[config.mk]
export PLATFORM = sky130hd
export DESIGN_NAME = multimode_test_register
export DESIGN_NICKNAME = d
export VERILOG_FILES = /design/src/rtl/mtr_pkg.sv /design/src/rtl/mtr_feedback.sv /design/src/rtl/mtr_cell.sv /design/src/rtl/multimode_test_register.sv
export SDC_FILE = /design/constraint.sdc
export NUM_CORES = 1
export LEC_CHECK = 0
export CAP_MARGIN = 10
export CORE_MARGIN = 2
export CORE_UTILIZATION = 40
export DETAILED_ROUTE_END_ITERATION = 16
export HOLD_SLACK_MARGIN = 0.1
export PLACE_DENSITY_LB_ADDON = 0.2
export SYNTH_ARGS = -nofsm -noshare
export SYNTH_HDL_FRONTEND = slang
export SYNTH_HIERARCHICAL = 1
export SYNTH_SLANG_ARGS = --single-unit
[constraint.sdc]
create_clock -name clk -period 1.8 [get_ports clk]
set_clock_uncertainty 0.15 [all_clocks]
set_input_delay 0.27 -clock clk [delete_from_list [all_inputs] [get_ports clk]]
set_output_delay 0.27 -clock clk [all_outputs]
set_load 0.02 [all_outputs]
[src/rtl/mtr_pkg.sv]
// Package: shared mode encoding for the multi-mode test register.
// Assumes a two-bit mode bus driven by an external test sequencer.
package mtr_pkg;

    typedef enum logic [1:0] {
        MODE_SCAN = 2'b00,
        MODE_GEN  = 2'b01,
        MODE_LOAD = 2'b10,
        MODE_SIG  = 2'b11
    } mtr_mode_e;

endpackage

[src/rtl/mtr_feedback.sv]
// Module: parity of the register stages selected by a tap mask.
// Assumes TAPS has its top bit set so the polynomial has full degree.
module mtr_feedback #(
    parameter int unsigned      WIDTH = 8,
    parameter logic [WIDTH-1:0] TAPS  = 8'hB8
) (
    input  logic [WIDTH-1:0] state,
    output logic             fb
);

    logic [WIDTH-1:0] tapped;

    // Select the tapped stages and reduce them to one parity bit.
    always_comb begin
        tapped = state & TAPS;
        fb     = ^tapped;
    end

endmodule

[src/rtl/mtr_cell.sv]
// Module: next-value logic for one stage of the register.
// Assumes ser_src is the serial source already chosen for this stage
// (the lower neighbour, or scan-in / feedback for stage 0).
module mtr_cell
    import mtr_pkg::*;
(
    input  mtr_mode_e mode,
    input  logic      ser_src,
    input  logic      par_bit,
    output logic      nxt
);

    // Pick the stage's next value according to the active role.
    always_comb begin
        unique case (mode)
            MODE_SCAN: nxt = ser_src;
            MODE_GEN:  nxt = ser_src;
            MODE_LOAD: nxt = par_bit;
            MODE_SIG:  nxt = ser_src ^ par_bit;
            default:   nxt = ser_src;
        endcase
    end

endmodule

[src/rtl/multimode_test_register.sv]
// Module: n-bit register with scan, pattern generator, functional and
// signature compaction roles chosen by a two-bit mode input.
// Assumes: synchronous active-low reset; generator mode seeded non-zero
// by the user; TAPS describes a primitive polynomial for WIDTH.
module multimode_test_register
    import mtr_pkg::*;
#(
    parameter int unsigned      WIDTH = 8,
    parameter logic [WIDTH-1:0] TAPS  = 8'hB8
) (
    input  logic             clk,
    input  logic             rst_n,
    input  logic [1:0]       mode,
    input  logic [WIDTH-1:0] par_in,
    input  logic             scan_in,
    output logic [WIDTH-1:0] par_out,
    output logic             scan_out
);

    localparam int unsigned TOP = WIDTH - 1;

    mtr_mode_e        mode_e;
    logic [WIDTH-1:0] q;
    logic [WIDTH-1:0] q_nxt;
    logic [WIDTH-1:0] ser;
    logic             fb;

    // Cast the raw mode bits to the shared enum.
    always_comb mode_e = mtr_mode_e'(mode);

    mtr_feedback #(.WIDTH(WIDTH), .TAPS(TAPS)) u_fb (
        .state (q),
        .fb    (fb)
    );

    // Serial source for stage 0: scan-in while scanning, feedback otherwise.
    always_comb ser[0] = (mode_e == MODE_SCAN) ? scan_in : fb;

    genvar i;
    generate
        for (i = 1; i < WIDTH; i++) begin : g_chain
            // Upper stages take their lower neighbour as serial source.
            always_comb ser[i] = q[i-1];
        end
        for (i = 0; i < WIDTH; i++) begin : g_cell
            mtr_cell u_cell (
                .mode    (mode_e),
                .ser_src (ser[i]),
                .par_bit (par_in[i]),
                .nxt     (q_nxt[i])
            );
        end
    endgenerate

    // State register with synchronous clear.
    always_ff @(posedge clk) begin
        if (!rst_n) q <= '0;
        else        q <= q_nxt;
    end

    // Drive the outputs straight from the stages.
    always_comb begin
        par_out  = q;
        scan_out = q[TOP];
    end

    a_r1_sync_clear: assert property (@(posedge clk)
        !rst_n |=> (par_out == '0));

    a_r2_scan_shift: assert property (@(posedge clk) disable iff (!rst_n)
        (mode == 2'b00) |=> (par_out == {$past(par_out[TOP-1:0]), $past(scan_in)}));

    a_r7_load: assert property (@(posedge clk) disable iff (!rst_n)
        (mode == 2'b10) |=> (par_out == $past(par_in)));

    a_r6_no_escape: assert property (@(posedge clk) disable iff (!rst_n)
        (mode == 2'b01 && par_out == '0) |=> (par_out == '0));

    a_r6_no_lockup: assert property (@(posedge clk) disable iff (!rst_n)
        (mode == 2'b01 && par_out != '0) |=> (par_out != '0));

    a_r3_scan_out_top: assert property (@(posedge clk) disable iff (!rst_n)
        (mode == 2'b00) |=> (scan_out == $past(par_out[TOP-1])));

endmodule

==> summary.txt <==
Setup path
  • Worst-path cell chain: clkdlybuf4s50_1
  • CP max stage delay: 0.63 ns
  • Worst setup EP type: primary output
  • Setup CP Type: flip-flop to primary output
  • Delay-heaviest family, CP: buffers and inverters
  • Crit path DAT: 1.26 ns
  • Crit path depth: 1
  • Worst EP required: 1.38 ns
  • FF-to-FF path depth: 6
  • Worst Setup Start Kind: flip-flop
  • CP bufs+invs: 1
  • Slowest cell on crit path: clkdlybuf4s50_1
  • CP max FO: 4

Placed design
  • Routability cong.: 0.667
  • Pre-CTS setup slack: -0.0944 ns
  • Placed Cells: 91
  • DP Wirelength: 805 µm
  • Number of I/O port buffers: 21

Logic synthesis
  • Distinct cell type count after synthesis: 11
  • Complex-gate fraction of the synthesized area: 7.67%
  • Simple-gate share of the synthesized area: 42.9%
  • Post-Syn Instances: 61
  • Synth area leader: dfxtp_1
  • Async SR Flop Fraction: 0%
  • Post-Syn Nets: 74
  • Top FF cell, synth: dfxtp_1
  • Leading post-synthesis cells by cell area: dfxtp_1 (31%), and4_1 (13%), buf_4 (12%)
  • Register bit count reported by yosys: 8
  • Xor and xnor area share after synthesis: 5.04%
  • Synthesis Warnings: 6
  • Top cell type's share of synthesized area: 30.7%
  • Main combinational cell family by area after synthesis: simple AND/OR/NAND/NOR gates
  • Post-synthesis mux area share: 2.16%
  • Synth Area in Adders: 0%
  • Mapped Area: 522 µm²
  • Avg Inst Size Synth: 8.55 µm²
  • Sequential area share after synthesis: 30.7%
  • EDFF count, synth: 0

Floorplanning
  • Starting density of the core: 41.7%
  • Row count: 13
  • I/O pin cnt: 22
  • Die Span Y: 40.1 µm
  • Overall die width: 40.1 µm
  • Die ar.: 1610 µm²
  • Area of the core: 1250 µm²

Global routing
  • Gr ovfl total: 0
  • Initial antenna violation count: 0
  • Largest net degree at the start of global routing: 25
  • Total global-route track usage: 15.9%
  • First-pass GRT wire length: 1640 µm
  • Vias in the first global route: 386

Clock tree
  • Clock Path Buffers: 2
  • Total clock sinks: 8
  • CTS tree: done
  • Post-CTS Setup Repair Bufs: 0
  • Clk_lat worst skew: 0.24 ns
  • Root Driver: clkbuf_4
  • Cts hold-fix bufs: 0
  • Reg clk slew, reported paths: 0.05 ns
  • CTS resizes: 0
  • TritonCTS Buffers: 3
  • H-tree depth: 1

Cells and area
  • Layout Nets: 94
  • Number of flip-flops in the largest register: 8
  • Area Growth Syn to Fin: 39.6%
  • Final core occ: 58.1%
  • Final Non-Filler Cells: 94
  • Ant diodes: 0
  • Share of post-route cells with drive strength above 1: 6.33%

Min path
  • Hold depth: 3
  • Hold/Removal Path Class: flip-flop to flip-flop

Drt
  • Metal3 WL: 45 µm
  • DR vias: 491
  • Via-to-Cell Ratio: 5.22
  • Wire length per cell: 11.4 µm
  • Post-Route WL: 1070 µm
  • Initial DRC Count: 0
  • Top sig layer: met4
  • DRC errors left: 0
  • Met2 routed WL: 525 µm
  • M1 WL: 490 µm
  • Drt pass-1 iters: 1
  • ANT nets after route: 0

Timing
  • Max-slew headroom: 85.6%
  • Worst slew pin tran: 0.214 ns
  • Period Utilization, post-route: 93.2%
  • # setup viols final: 0
  • Fmax: 596 MHz
  • RSZ-0062 raised after global routing: no
  • Fin. Hold Viols: 0
  • Slew Viols, Final: 0
  • Setup slack after layout: 0.122 ns
  • Final min period: 1.68 ns
  • Hold_ws: 0.514 ns

Pwr
  • Maximum vdd drop: 0.575 mV
  • Total power per unit cell area: 671 nW/µm²
  • Leak: 0.272 nW

Status
  • Status: completed

Job
  • Max-Cap Viols: 0
-- kinds of logic (layout without fill, tap and decap cells) --
logic type      Yosys count  after routing
mux                       1              1
flops                     8              8
buf+inv                   8             26
simple gates             33             33
compound gates            8              8
xor+xnor                  3              3
-- cell type report --
type,count,area [µm²]
well taps,15,18.8
fillers,125,524
flip-flops and latches,8,160
repair buffers,23,225
clock buffers,3,22.5
multi-input cells,45,302
-- cell usage in the layout (no fill, tap or decap) --
cell              n
xor2_1            1
mux2_1            1
and2_1            8
clkdlybuf4s50_1  21
nor3_1            8
buf_4             2
nor2_1            1
xnor2_1           2
dfxtp_1           8
clkbuf_4          3
a21oi_1           8
nor3b_1           8
and4_1            8
-- path summary, 6_finish.rpt --
check	endpoint	startpoint	slack, ns
worst max register to register	par_out[0]$_SDFF_PN0_	par_out[3]$_SDFF_PN0_	0.13
worst min-delay path	par_out[1]$_SDFF_PN0_	par_out[0]$_SDFF_PN0_	0.51
worst max-delay path	par_out[4]	par_out[4]$_SDFF_PN0_	0.12
worst min register to register	par_out[1]$_SDFF_PN0_	par_out[0]$_SDFF_PN0_	0.51
-- through the flow --
step           TNS (ns)  cell area (µm²)  power (mW)
2_1_floorplan         0              522       0.295
3_3_place_gp    -0.0808              706       0.358
3_5_place_dp    -0.0944              706       0.361
4_1_cts               0              728       0.494
5_1_grt               0              728       0.523
6_report              0              728       0.489
-- metal layers --
metal	track usage (%)	up-vias
met5	0	-
met4	5.17	0
met3	5.00	2
met2	27.0	10
met1	18.7	222
li1	-	257
-- power breakdown --
part | internal [mW] | switching, mW | leakage [nW]
logic | 0.0850 | 0.0671 | 0.192
registers | 0.192 | 0.0118 | 0.0661
clock network | 0.0761 | 0.0570 | 0.0138
total | 0.353 | 0.136 | 0.272
Power figures use the tool's default switching activity.
